**src/rtl/ldq_pkg.sv**
```systemverilog
package ldq_pkg;
    typedef enum logic {
        VIO_IDLE = 1'b0,
        VIO_HELD = 1'b1
    } vio_state_e;
endpackage

```
**src/rtl/ldq_entries.sv**
```systemverilog
module ldq_entries #(
    parameter int DEPTH  = 8,
    parameter int SEQ_W  = 16,
    parameter int ADDR_W = 32,
    localparam int PTR_W = $clog2(DEPTH),
    localparam int CNT_W = $clog2(DEPTH + 1)
) (
    input  logic                         clk,
    input  logic                         rst_n,
    input  logic                         alloc_valid,
    input  logic [SEQ_W-1:0]             alloc_seq,
    input  logic                         exec_valid,
    input  logic [SEQ_W-1:0]             exec_seq,
    input  logic [ADDR_W-1:0]            exec_addr,
    input  logic                         commit_valid,
    input  logic [SEQ_W-1:0]             commit_seq,
    input  logic                         squash_valid,
    input  logic [SEQ_W-1:0]             squash_seq,
    input  logic                         blk_set,
    input  logic [SEQ_W-1:0]             blk_seq,
    output logic [DEPTH-1:0]             slot_live,
    output logic [DEPTH-1:0]             slot_known,
    output logic [DEPTH-1:0][SEQ_W-1:0]  slot_seq,
    output logic [DEPTH-1:0][ADDR_W-1:0] slot_addr,
    output logic [PTR_W-1:0]             head,
    output logic [CNT_W-1:0]             count,
    output logic                         blk_active
);
    logic [PTR_W-1:0] tail;
    logic [DEPTH-1:0] commit_hit, squash_hit;
    logic [CNT_W-1:0] commit_n, squash_n;
    logic [PTR_W-1:0] alloc_slot;
    logic             alloc_ok;
    logic [SEQ_W-1:0] blk_seq_q;

    for (genvar i = 0; i < DEPTH; i++) begin : g_cmp
        assign commit_hit[i] = commit_valid && slot_live[i] && (slot_seq[i] <= commit_seq);
        assign squash_hit[i] = squash_valid && slot_live[i] && (slot_seq[i] > squash_seq);
    end

    assign count      = CNT_W'($countones(slot_live));
    assign commit_n   = CNT_W'($countones(commit_hit));
    assign squash_n   = CNT_W'($countones(squash_hit));
    assign alloc_ok   = alloc_valid && (count < CNT_W'(DEPTH));
    assign alloc_slot = tail - PTR_W'(squash_n);

    always_ff @(posedge clk or negedge rst_n) begin
        if (!rst_n) begin
            slot_live  <= '0;
            slot_known <= '0;
            slot_seq   <= '0;
            slot_addr  <= '0;
            head       <= '0;
            tail       <= '0;
        end else begin
            for (int i = 0; i < DEPTH; i++) begin
                if (commit_hit[i] || squash_hit[i]) begin
                    slot_live[i]  <= 1'b0;
                    slot_known[i] <= 1'b0;
                end else if (exec_valid && slot_live[i] && slot_seq[i] == exec_seq) begin
                    slot_known[i] <= 1'b1;
                    slot_addr[i]  <= exec_addr;
                end
            end
            if (alloc_ok) begin
                slot_live[alloc_slot]  <= 1'b1;
                slot_known[alloc_slot] <= 1'b0;
                slot_seq[alloc_slot]   <= alloc_seq;
            end
            head <= head + PTR_W'(commit_n);
            tail <= alloc_slot + PTR_W'(alloc_ok);
        end
    end

    always_ff @(posedge clk or negedge rst_n) begin
        if (!rst_n) begin
            blk_active <= 1'b0;
            blk_seq_q  <= '0;
        end else if (blk_set) begin
            blk_active <= 1'b1;
            blk_seq_q  <= blk_seq;
        end else if (squash_valid && squash_seq < blk_seq_q) begin
            blk_active <= 1'b0;
        end
    end

    p_full_hold_r2: assert property (@(posedge clk) disable iff (!rst_n)
        (count == CNT_W'(DEPTH) && !commit_valid && !squash_valid) |=> count == CNT_W'(DEPTH));

    p_commit_shrink_r3: assert property (@(posedge clk) disable iff (!rst_n)
        (commit_valid && !alloc_valid) |=> count <= $past(count));

    p_blk_clear_r10: assert property (@(posedge clk) disable iff (!rst_n)
        (blk_active && !blk_set && squash_valid && squash_seq < blk_seq_q) |=> !blk_active);
endmodule

```
**src/rtl/ldq_vio_search.sv**
```systemverilog
module ldq_vio_search #(
    parameter int DEPTH        = 8,
    parameter int SEQ_W        = 16,
    parameter int ADDR_W       = 32,
    parameter int REGION_SHIFT = 8,
    localparam int PTR_W       = $clog2(DEPTH)
) (
    input  logic [DEPTH-1:0]             slot_live,
    input  logic [DEPTH-1:0]             slot_known,
    input  logic [DEPTH-1:0][SEQ_W-1:0]  slot_seq,
    input  logic [DEPTH-1:0][ADDR_W-1:0] slot_addr,
    input  logic [PTR_W-1:0]             head,
    input  logic [SEQ_W-1:0]             store_seq,
    input  logic [ADDR_W-1:0]            store_addr,
    output logic                         hit,
    output logic [SEQ_W-1:0]             hit_seq
);
    logic [DEPTH-1:0] match;

    for (genvar i = 0; i < DEPTH; i++) begin : g_match
        assign match[i] = slot_live[i] && slot_known[i] && (slot_seq[i] > store_seq) &&
            (slot_addr[i][ADDR_W-1:REGION_SHIFT] == store_addr[ADDR_W-1:REGION_SHIFT]);
    end

    always_comb begin
        logic [PTR_W-1:0] idx;
        hit     = 1'b0;
        hit_seq = '0;
        for (int k = 0; k < DEPTH; k++) begin
            idx = head + PTR_W'(k);
            if (!hit && match[idx]) begin
                hit     = 1'b1;
                hit_seq = slot_seq[idx];
            end
        end
    end
endmodule

```
**src/rtl/ldq_vio_record.sv**
```systemverilog
module ldq_vio_record
    import ldq_pkg::*;
#(
    parameter int SEQ_W = 16
) (
    input  logic             clk,
    input  logic             rst_n,
    input  logic             store_valid,
    input  logic             hit,
    input  logic [SEQ_W-1:0] hit_seq,
    input  logic             vio_read,
    output logic             store_fault,
    output logic             vio_valid,
    output logic [SEQ_W-1:0] vio_seq
);
    vio_state_e       state;
    logic [SEQ_W-1:0] rec_seq;
    logic             fault_q;

    always_ff @(posedge clk or negedge rst_n) begin
        if (!rst_n) begin
            state   <= VIO_IDLE;
            rec_seq <= '0;
            fault_q <= 1'b0;
        end else begin
            fault_q <= 1'b0;
            unique case (state)
                VIO_IDLE: if (store_valid && hit) begin
                    state   <= VIO_HELD;
                    rec_seq <= hit_seq;
                    fault_q <= 1'b1;
                end
                VIO_HELD: if (vio_read) state <= VIO_IDLE;
                default:  state <= VIO_IDLE;
            endcase
        end
    end

    always_comb begin
        vio_valid   = (state == VIO_HELD);
        vio_seq     = rec_seq;
        store_fault = fault_q;
    end

    p_fault_has_record_r5: assert property (@(posedge clk) disable iff (!rst_n)
        store_fault |-> vio_valid);

    p_held_stable_r8: assert property (@(posedge clk) disable iff (!rst_n)
        (vio_valid && !vio_read) |=> (vio_valid && $stable(vio_seq) && !store_fault));

    p_read_clears_r9: assert property (@(posedge clk) disable iff (!rst_n)
        (vio_valid && vio_read) |=> (!vio_valid && !store_fault));
endmodule

```
**src/rtl/ldq_order_guard.sv**
```systemverilog
module ldq_order_guard #(
    parameter int DEPTH        = 8,
    parameter int SEQ_W        = 16,
    parameter int ADDR_W       = 32,
    parameter int REGION_SHIFT = 8,
    localparam int PTR_W       = $clog2(DEPTH),
    localparam int CNT_W       = $clog2(DEPTH + 1)
) (
    input  logic              clk,
    input  logic              rst_n,
    input  logic              alloc_valid,
    input  logic [SEQ_W-1:0]  alloc_seq,
    input  logic              exec_valid,
    input  logic [SEQ_W-1:0]  exec_seq,
    input  logic [ADDR_W-1:0] exec_addr,
    input  logic              commit_valid,
    input  logic [SEQ_W-1:0]  commit_seq,
    input  logic              squash_valid,
    input  logic [SEQ_W-1:0]  squash_seq,
    input  logic              store_valid,
    input  logic [SEQ_W-1:0]  store_seq,
    input  logic [ADDR_W-1:0] store_addr,
    input  logic              vio_read,
    input  logic              blk_set,
    input  logic [SEQ_W-1:0]  blk_seq,
    output logic [CNT_W-1:0]  ldq_count,
    output logic              store_fault,
    output logic              vio_valid,
    output logic [SEQ_W-1:0]  vio_seq,
    output logic              blk_active
);
    logic [DEPTH-1:0]             slot_live, slot_known;
    logic [DEPTH-1:0][SEQ_W-1:0]  slot_seq;
    logic [DEPTH-1:0][ADDR_W-1:0] slot_addr;
    logic [PTR_W-1:0]             head;
    logic                         hit;
    logic [SEQ_W-1:0]             hit_seq;

    ldq_entries #(.DEPTH(DEPTH), .SEQ_W(SEQ_W), .ADDR_W(ADDR_W)) u_entries (
        .clk(clk), .rst_n(rst_n),
        .alloc_valid(alloc_valid), .alloc_seq(alloc_seq),
        .exec_valid(exec_valid), .exec_seq(exec_seq), .exec_addr(exec_addr),
        .commit_valid(commit_valid), .commit_seq(commit_seq),
        .squash_valid(squash_valid), .squash_seq(squash_seq),
        .blk_set(blk_set), .blk_seq(blk_seq),
        .slot_live(slot_live), .slot_known(slot_known),
        .slot_seq(slot_seq), .slot_addr(slot_addr),
        .head(head), .count(ldq_count), .blk_active(blk_active)
    );

    ldq_vio_search #(.DEPTH(DEPTH), .SEQ_W(SEQ_W), .ADDR_W(ADDR_W),
                     .REGION_SHIFT(REGION_SHIFT)) u_search (
        .slot_live(slot_live), .slot_known(slot_known),
        .slot_seq(slot_seq), .slot_addr(slot_addr), .head(head),
        .store_seq(store_seq), .store_addr(store_addr),
        .hit(hit), .hit_seq(hit_seq)
    );

    ldq_vio_record #(.SEQ_W(SEQ_W)) u_record (
        .clk(clk), .rst_n(rst_n),
        .store_valid(store_valid), .hit(hit), .hit_seq(hit_seq),
        .vio_read(vio_read),
        .store_fault(store_fault), .vio_valid(vio_valid), .vio_seq(vio_seq)
    );

    p_count_bound_r2: assert property (@(posedge clk) disable iff (!rst_n)
        ldq_count <= CNT_W'(DEPTH));
endmodule

```
**config.mk**
```make
export PLATFORM = sky130hd
export DESIGN_NAME = ldq_order_guard
export DESIGN_NICKNAME = d
export VERILOG_FILES = /design/src/rtl/ldq_pkg.sv /design/src/rtl/ldq_entries.sv /design/src/rtl/ldq_vio_search.sv /design/src/rtl/ldq_vio_record.sv /design/src/rtl/ldq_order_guard.sv
export SDC_FILE = /design/constraint.sdc
export NUM_CORES = 2
export LEC_CHECK = 0
export BUFFER_PORTS_ARGS = -buffer_cell sky130_fd_sc_hd__buf_4
export CORE_MARGIN = 1.5
export CORE_UTILIZATION = 40
export DETAILED_ROUTE_END_ITERATION = 6
export PLACE_DENSITY = 0.53
export RECOVER_POWER = 50
export SLEW_MARGIN = 20
export SYNTH_ARGS = -nofsm -noshare
export SYNTH_HDL_FRONTEND = slang
export SYNTH_SLANG_ARGS = --single-unit
```
**constraint.sdc**
```tcl
create_clock -name clk -period 8.1 [get_ports clk]
set_input_delay 0.405 -clock clk [delete_from_list [all_inputs] [get_ports clk]]
set_output_delay 0.405 -clock clk [all_outputs]
set_load 0.01 [all_outputs]
```
After elaboration in Yosys (flattened, before gate mapping)
Index checks and enable logic that the tools add are counted.
{"block": "word_totals", "input_bits": 169, "regBits": 441, "output_inout_bits": 23, "word_cells": 313}
{"block": "op_classes", "n_addsub": 31, "bitwise": 12, "n_lt_le_gt_ge": 36, "mux": 85, "reduce_logical": 108, "n_eq_ne": 16}
{"op": "$bmux 16 s3", "n": 8}
{"op": "$mux 16", "n": 17}
{"op": "$gt 16x16->1", "n": 16}
{"op": "$eq 24x24->1", "n": 8}
{"op": "$bwmux 128", "n": 1}
{"op": "$eq 16x16->1", "n": 8}
{"op": "$le 16x16->1", "n": 8}
{"op": "$logic_and 1x1->1", "n": 83}
{"op": "$demux 16 s3", "n": 1}
{"op": "$mux 1", "n": 46}
{"op": "$lt 3x4->1 const B", "n": 9}
{"op": "$add 1x1->2", "n": 12}
{"op": "$bmux 1 s3", "n": 8}
{"op": "$add 3x3->3", "n": 7}
{"op": "$reduce_and 2->1", "n": 9}
{"op": "$lt 16x16->1", "n": 1}
{"op": "$mux 8", "n": 2}
{"op": "$add 3x3->3 const B", "n": 4}
{"op": "$add 4x4->4", "n": 3}
{"op": "$not 1->1", "n": 9}
{"op": "$and 8x8->8", "n": 1}
{"op": "$logic_or 1x1->1", "n": 8}
{"op": "$not 8->8", "n": 1}
{"op": "$or 8x8->8", "n": 1}
{"op": "10 further kinds", "n": 17}

Logic depth before layout (Yosys ltp)
{"block": "logic_depth", "word_depth": 30, "depth_mapped": 29, "mapped_depth_nobuf": 27}

Modules after synthesis
A second synthesis with hierarchy kept.
{"block": "unflattened", "cells_unflattened": 3377, "area_unflattened_um2": 36030.8}
{"mod": "ldq_entries", "n_inst": 1, "seq_area_each_um2": 10585.2, "area_per_inst_um2": 24180.7, "cells_per_inst": 1988}
{"mod": "ldq_vio_search", "n_inst": 1, "seq_area_each_um2": 0.0, "area_per_inst_um2": 11145.7, "cells_per_inst": 1350}
{"mod": "ldq_vio_record", "n_inst": 1, "seq_area_each_um2": 450.4, "area_per_inst_um2": 704.4, "cells_per_inst": 39}

Least setup slack after synthesis
No wires, ideal clock.
{"block": "synth_timing", "kind": "input to register", "start": "in squash_seq[2]", "end": "reg u_entries.slot_seq[10] in the netlist's numbering", "path_slack_ns": 1.363, "n_path_buf": 2, "stages": 27, "t_required_ns": 7.975, "setup_time_ns": 0.125, "t_arrival_ns": 6.612, "path_cell_list": "inv_1 ha_1 a21o_1 a21o_1 a211o_1 a21o_1 a21o_1 a21oi_1 o21ai_0 nand2_1 a211oi_1 ha_1 inv_1 fa_1 fa_1 inv_1 fa_1 clkbuf_1 inv_1 ha_1 nor2_1 fa_1 xor2_1 xor2_1 nor3_1 clkbuf_1 mux2_2"}
{"block": "synth_between", "elab_chain_cells": 11, "elab_cells_between_ends": 30, "cone_classes": "add/sub: 8; order compare: 10; mux: 3; reduce/logical: 9"}
{"element": "start, declared", "line_no": "ldq_order_guard.sv:19", "source": "input logic [SEQ_W-1:0] squash_seq,"}
{"element": "$gt 16x16->1", "line_no": "ldq_entries.sv:38", "source": "assign squash_hit[i] = squash_valid && slot_live[i] && (slot_seq[i] > squash_seq);"}
{"element": "$logic_and 1x1->1", "line_no": "ldq_entries.sv:38"}
{"element": "$add 1x1->2 (not written as such)", "line_no": "ldq_entries.sv:43", "source": "assign squash_n = CNT_W'($countones(squash_hit));"}
{"element": "$add 3x3->3 (not written as such)", "line_no": "ldq_entries.sv:43"}
{"element": "$add 3x3->3 (not written as such) (*)", "line_no": "ldq_entries.sv:43"}
{"element": "$sub 3x3->3 (*)", "line_no": "ldq_entries.sv:45", "source": "assign alloc_slot = tail - PTR_W'(squash_n);"}
{"element": "$lt 3x4->1 (not written as such) / $ge 3x1->1 (equally long branches)", "line_no": "ldq_entries.sv:68", "source": "slot_seq[alloc_slot] <= alloc_seq;"}
{"element": "$logic_and 1x1->1 (not written as such)", "line_no": "ldq_entries.sv:68"}
{"element": "$mux 16 (not written as such)", "line_no": "ldq_entries.sv:68"}
{"element": "$demux 16 s3 (*)"}
{"element": "$bwmux 128 (*)", "line_no": "ldq_entries.sv:68"}
{"element": "end signal, assigned by index", "line_no": "ldq_entries.sv:68"}
{"element": "end, declared", "line_no": "ldq_entries.sv:23", "source": "output logic [DEPTH-1:0][SEQ_W-1:0] slot_seq,"}
Every way passes the cells marked *; elsewhere a longest branch is shown, timed or not.
A chain may end at the register's enable or synchronous reset.

Final worst setup path
{"block": "layout_timing", "start": "reg u_entries.slot_seq[57] in the netlist's numbering", "end": "reg u_entries.slot_seq[71] in the netlist's numbering"}
{"block": "layout_between", "elab_chain_cells": 11, "elab_cells_between_ends": 12, "cone_classes": "add/sub: 4; order compare: 3; mux: 3; reduce/logical: 2"}
{"element": "$gt 16x16->1 (*)", "line_no": "ldq_entries.sv:38"}
{"element": "$logic_and 1x1->1 (*)", "line_no": "ldq_entries.sv:38"}
{"element": "$add 1x1->2 (not written as such) (*)", "line_no": "ldq_entries.sv:43"}
{"element": "$add 3x3->3 (not written as such) (*) (2 in a row)", "line_no": "ldq_entries.sv:43"}
{"element": "$sub 3x3->3 (*)", "line_no": "ldq_entries.sv:45"}
{"element": "$lt 3x4->1 (not written as such) / $ge 3x1->1 (equally long branches)", "line_no": "ldq_entries.sv:68"}
{"element": "$logic_and 1x1->1 (not written as such)", "line_no": "ldq_entries.sv:68"}
{"element": "$mux 16 (not written as such)", "line_no": "ldq_entries.sv:68"}
{"element": "$demux 16 s3 (*)"}
{"element": "$bwmux 128 (*)", "line_no": "ldq_entries.sv:68"}
Marked as above.

==> run summary <==
Final HPWL DP: 113 mm
worst-margin pin slew: 4060 ps
routed vias/inst: 6.26
clock sinks: 377
clk_lat worst skew: 660 ps
Buf/Inv on CP: 4
Clk pwr share: 0.137
Setup crit end kind: flip-flop
Net Sw Frac: 0.513
Core Util, Final: 0.463
routed via count: 30500
Final ANT Viol Nets: 0
pin count of the biggest net entering global routing: 148
Mean Syn Cell Area: 9.90 µm²
switching pwr: 8890 µW
Post-synth EDFFs: 0
WL/cell: 31.7 µm
Post-Route WL: 154 mm
initial antenna violation count: 7
Initial Util: 0.403
post-synthesis sequential element count: 377
maxcap violations: 4
combinational share of power: 0.689
clk root buf: clkbuf_16
Total Power Consumption: 17300 µW
leakage power: 0.0183 µW
# IOs: 192
VDD IR max: 440 µV
total track usage: 0.353
H-tree depth: 2
max incr delay on CP: 620 ps
Arr. time, crit path: 7760 ps
Final Instance Area: 39400 µm²
asr flop ratio synth: 1.00
status: finished, violations left
CP Class: flip-flop to flip-flop
startpoint types: flip-flop
sequential share of the synthesized area: 0.276
Iter 0 DRT Violations: 3239
f_max: 138 MHz
die area: 87300 µm²
Routability Congestion: 1.04
Num CTS Buffers: 48
CP top delay family: adder cells
FP Rows: 107
sequential power share: 0.174
P_int: 8430 µW
Post-Syn Area: 34200 µm²
Yosys Warn Count: 0
share of the clock period used by the worst path: 0.896
Area growth syn-to-layout: 15.0%
clk slew on worst S/H paths: 60 ps
post-layout minimum cycle time: 7250 ps
Overflow after GRT: 0
Crit-path slowest cell: dfrtp_1
worst-path fanout max: 18
RSZ-0062 raised after global routing: no
number of global-route vias before repair: 28700
clock buffer depth: 3
Syn Inst Count: 3456
DRC errors left: 1
failing checks: DRC, capacitance limit, slew limit
syn nets: 4061
# resized after CTS: 0
Final Hold Fails: 0
TNS Setup: 0 ps
nets: 4289
Die Y: 296 µm
Worst slew margin: -1.71
Synth cell types: 86
PwrDens: 440 nW/µm²
first-pass GRT wire length: 217 mm
Die X: 296 µm
final setup violation count: 0
Port Buf Inserts: 175
core area: 85000 µm²
ys flop type: dfrtp_1
Fin Clk Skew: 46.5 ps
Pins Over Slew Limit: 237
share of cells above drive strength 1: 0.231
Req. time, crit path: 8610 ps
Pre-Repair DR Iteration Count: 7
Post-DP Area: 37500 µm²
CTS tree: built
HP Class: input pin to flip-flop
[synthesized netlist by cell type (9+ instances only)]
cell type    n  area share
clkbuf_1   105       0.012
xor2_1     182       0.047
o2bb2ai_1   12      0.0031
nor3_1      32      0.0047
mux2_2     344        0.11
o211ai_1     9      0.0020
and2_1       9      0.0016
mux4_2      88       0.058
and4_1      11      0.0028
a21oi_1    143       0.021
nor4_1      84       0.015
a21o_1      76       0.017
a211oi_1    20      0.0044
nand4_1    162       0.030
buf_1       23      0.0025
xnor2_1    157       0.040
o221ai_1    12      0.0031
a22oi_1     11      0.0024
ha_1       419        0.15
nor2_1     201       0.022
dfrtp_1    377        0.28
o21ai_1     11      0.0016
o22ai_1     10      0.0018
inv_1      107       0.012
nand2_1    264       0.029
nor4b_1     17      0.0044
nand2b_1    16      0.0029
fa_1        17      0.0099
mux2i_1     52       0.015
o21ai_0    128       0.019
buf_2       26      0.0038
nand3_1     82       0.012
o21a_1      71       0.016
nor2b_1     32      0.0058
a32oi_1     10      0.0026
[sequential cells by signal, summed over array words and instances (netlist names)]
| signal | count |
|---|---|
| u_entries.slot_addr | 192 |
| u_entries.slot_seq | 128 |
| u_entries.blk_seq_q | 16 |
| u_record.vio_seq | 16 |
| u_entries.slot_known | 8 |
| u_entries.slot_live | 8 |
| u_entries.head | 3 |
| u_entries.tail | 3 |
| u_entries.blk_active | 1 |
| u_record.store_fault | 1 |
| u_record.vio_valid | 1 |
[path summary, 6_finish.rpt]
| path | startpoint | end | slack (ps) | depth (start not counted) |
|---|---|---|---|---|
| setup / recovery | u_entries.slot_seq[57] | u_entries.slot_seq[71] | 850 | 25 |
| hold / removal | alloc_seq[8] | u_entries.slot_seq[24] | 70 | 2 |
| setup reg to reg | u_entries.slot_seq[57] | u_entries.slot_seq[71] | 850 | 25 |
| hold reg to reg | u_record.vio_seq[1] | u_record.vio_seq[1] | 490 | 1 |
| max in group asynchronous | rst_n | u_record.vio_seq[15] | 1420 | 4 |
| min in group asynchronous | rst_n | u_entries.slot_seq[66] | 1170 | 2 |
[per-layer routing]
layer	vias up	global-route usage	routed length, µm
met5	-	0.00499	86
met4	6	0.216	11100
met3	400	0.0683	14000
met2	1606	0.532	66500
met1	15100	0.465	62700
li1	13400	-	-
[layout by cell type, fill, tap and decap left out, drive strengths merged, types with 76 or more instances in the layout]
cell type / n
ha: 419
nor2: 201
inv: 114
xor2: 182
a21o: 76
o21ai: 139
buf: 286
nand2: 264
a21oi: 144
dfrtp: 377
clkbuf: 107
nand4: 162
nand3: 83
mux2: 344
mux4: 88
xnor2: 157
nor4: 84
[per-stage QoR]
step / std cells / hold WS [ps] / worst slack [ps]
floorplan: 3456 / 109 / 1360
detailed placement: 4760 / 329 / 795
finish: 4872 / 65.7 / 846
global route: 4870 / 67.6 / 332
CTS: 4867 / 50.1 / 962
global placement: 4760 / 329 / 861
[final cells by class]
cell class	count	area, µm²
clock buffer	69	1420
inverter	110	413
clock inverter	20	303
antenna	5	12.5
tap	1144	1430
fill	8219	45600
sequential	377	9440
multi-input combinational	2805	23800
timing repair buffer	342	2540
[cell families (layout without fill, tap and decap cells)]
| group | Yosys count | in the layout | synth area share |
|---|---|---|---|
| xor gates and xnor gates | 339 | 339 | 0.0868 |
| other | 0 | 5 | 0 |
| muxes | 484 | 484 | 0.186 |
| adders and majority gates | 436 | 436 | 0.163 |
| DFF | 377 | 377 | 0.276 |
| AOI/OAI and AO/OA | 591 | 591 | 0.114 |
| buffers and inverters | 274 | 541 | 0.0324 |
| and+or+nand+nor | 955 | 955 | 0.141 |
[power groups by stage]
stage,logic (µW),registers [µW],clock network [µW]
6_report,11900,3020,2370
5_1_grt,12700,3010,2460
4_1_cts,11700,2980,2390
3_5_place_dp,11600,3010,0
3_3_place_gp,11500,3010,0
2_1_floorplan,7240,2960,0
[worst reg2reg max path, delay by kind of cell (launching register included)]
kind	cells	cell delay, ps
adders and majority gates	7	2830
xor gates and xnor gates	2	590
and+or+nand+nor	3	310
AOI/OAI and AO/OA	8	1750
muxes	1	410
DFF	1	620
buffers and inverters	4	620
[timing repair]
item	4_1_cts	5_1_grt
buffers inserted	0	0
endpoints found under the hold margin	59	0
hold buffers	18	0
(Power assumes the default switching activity.)
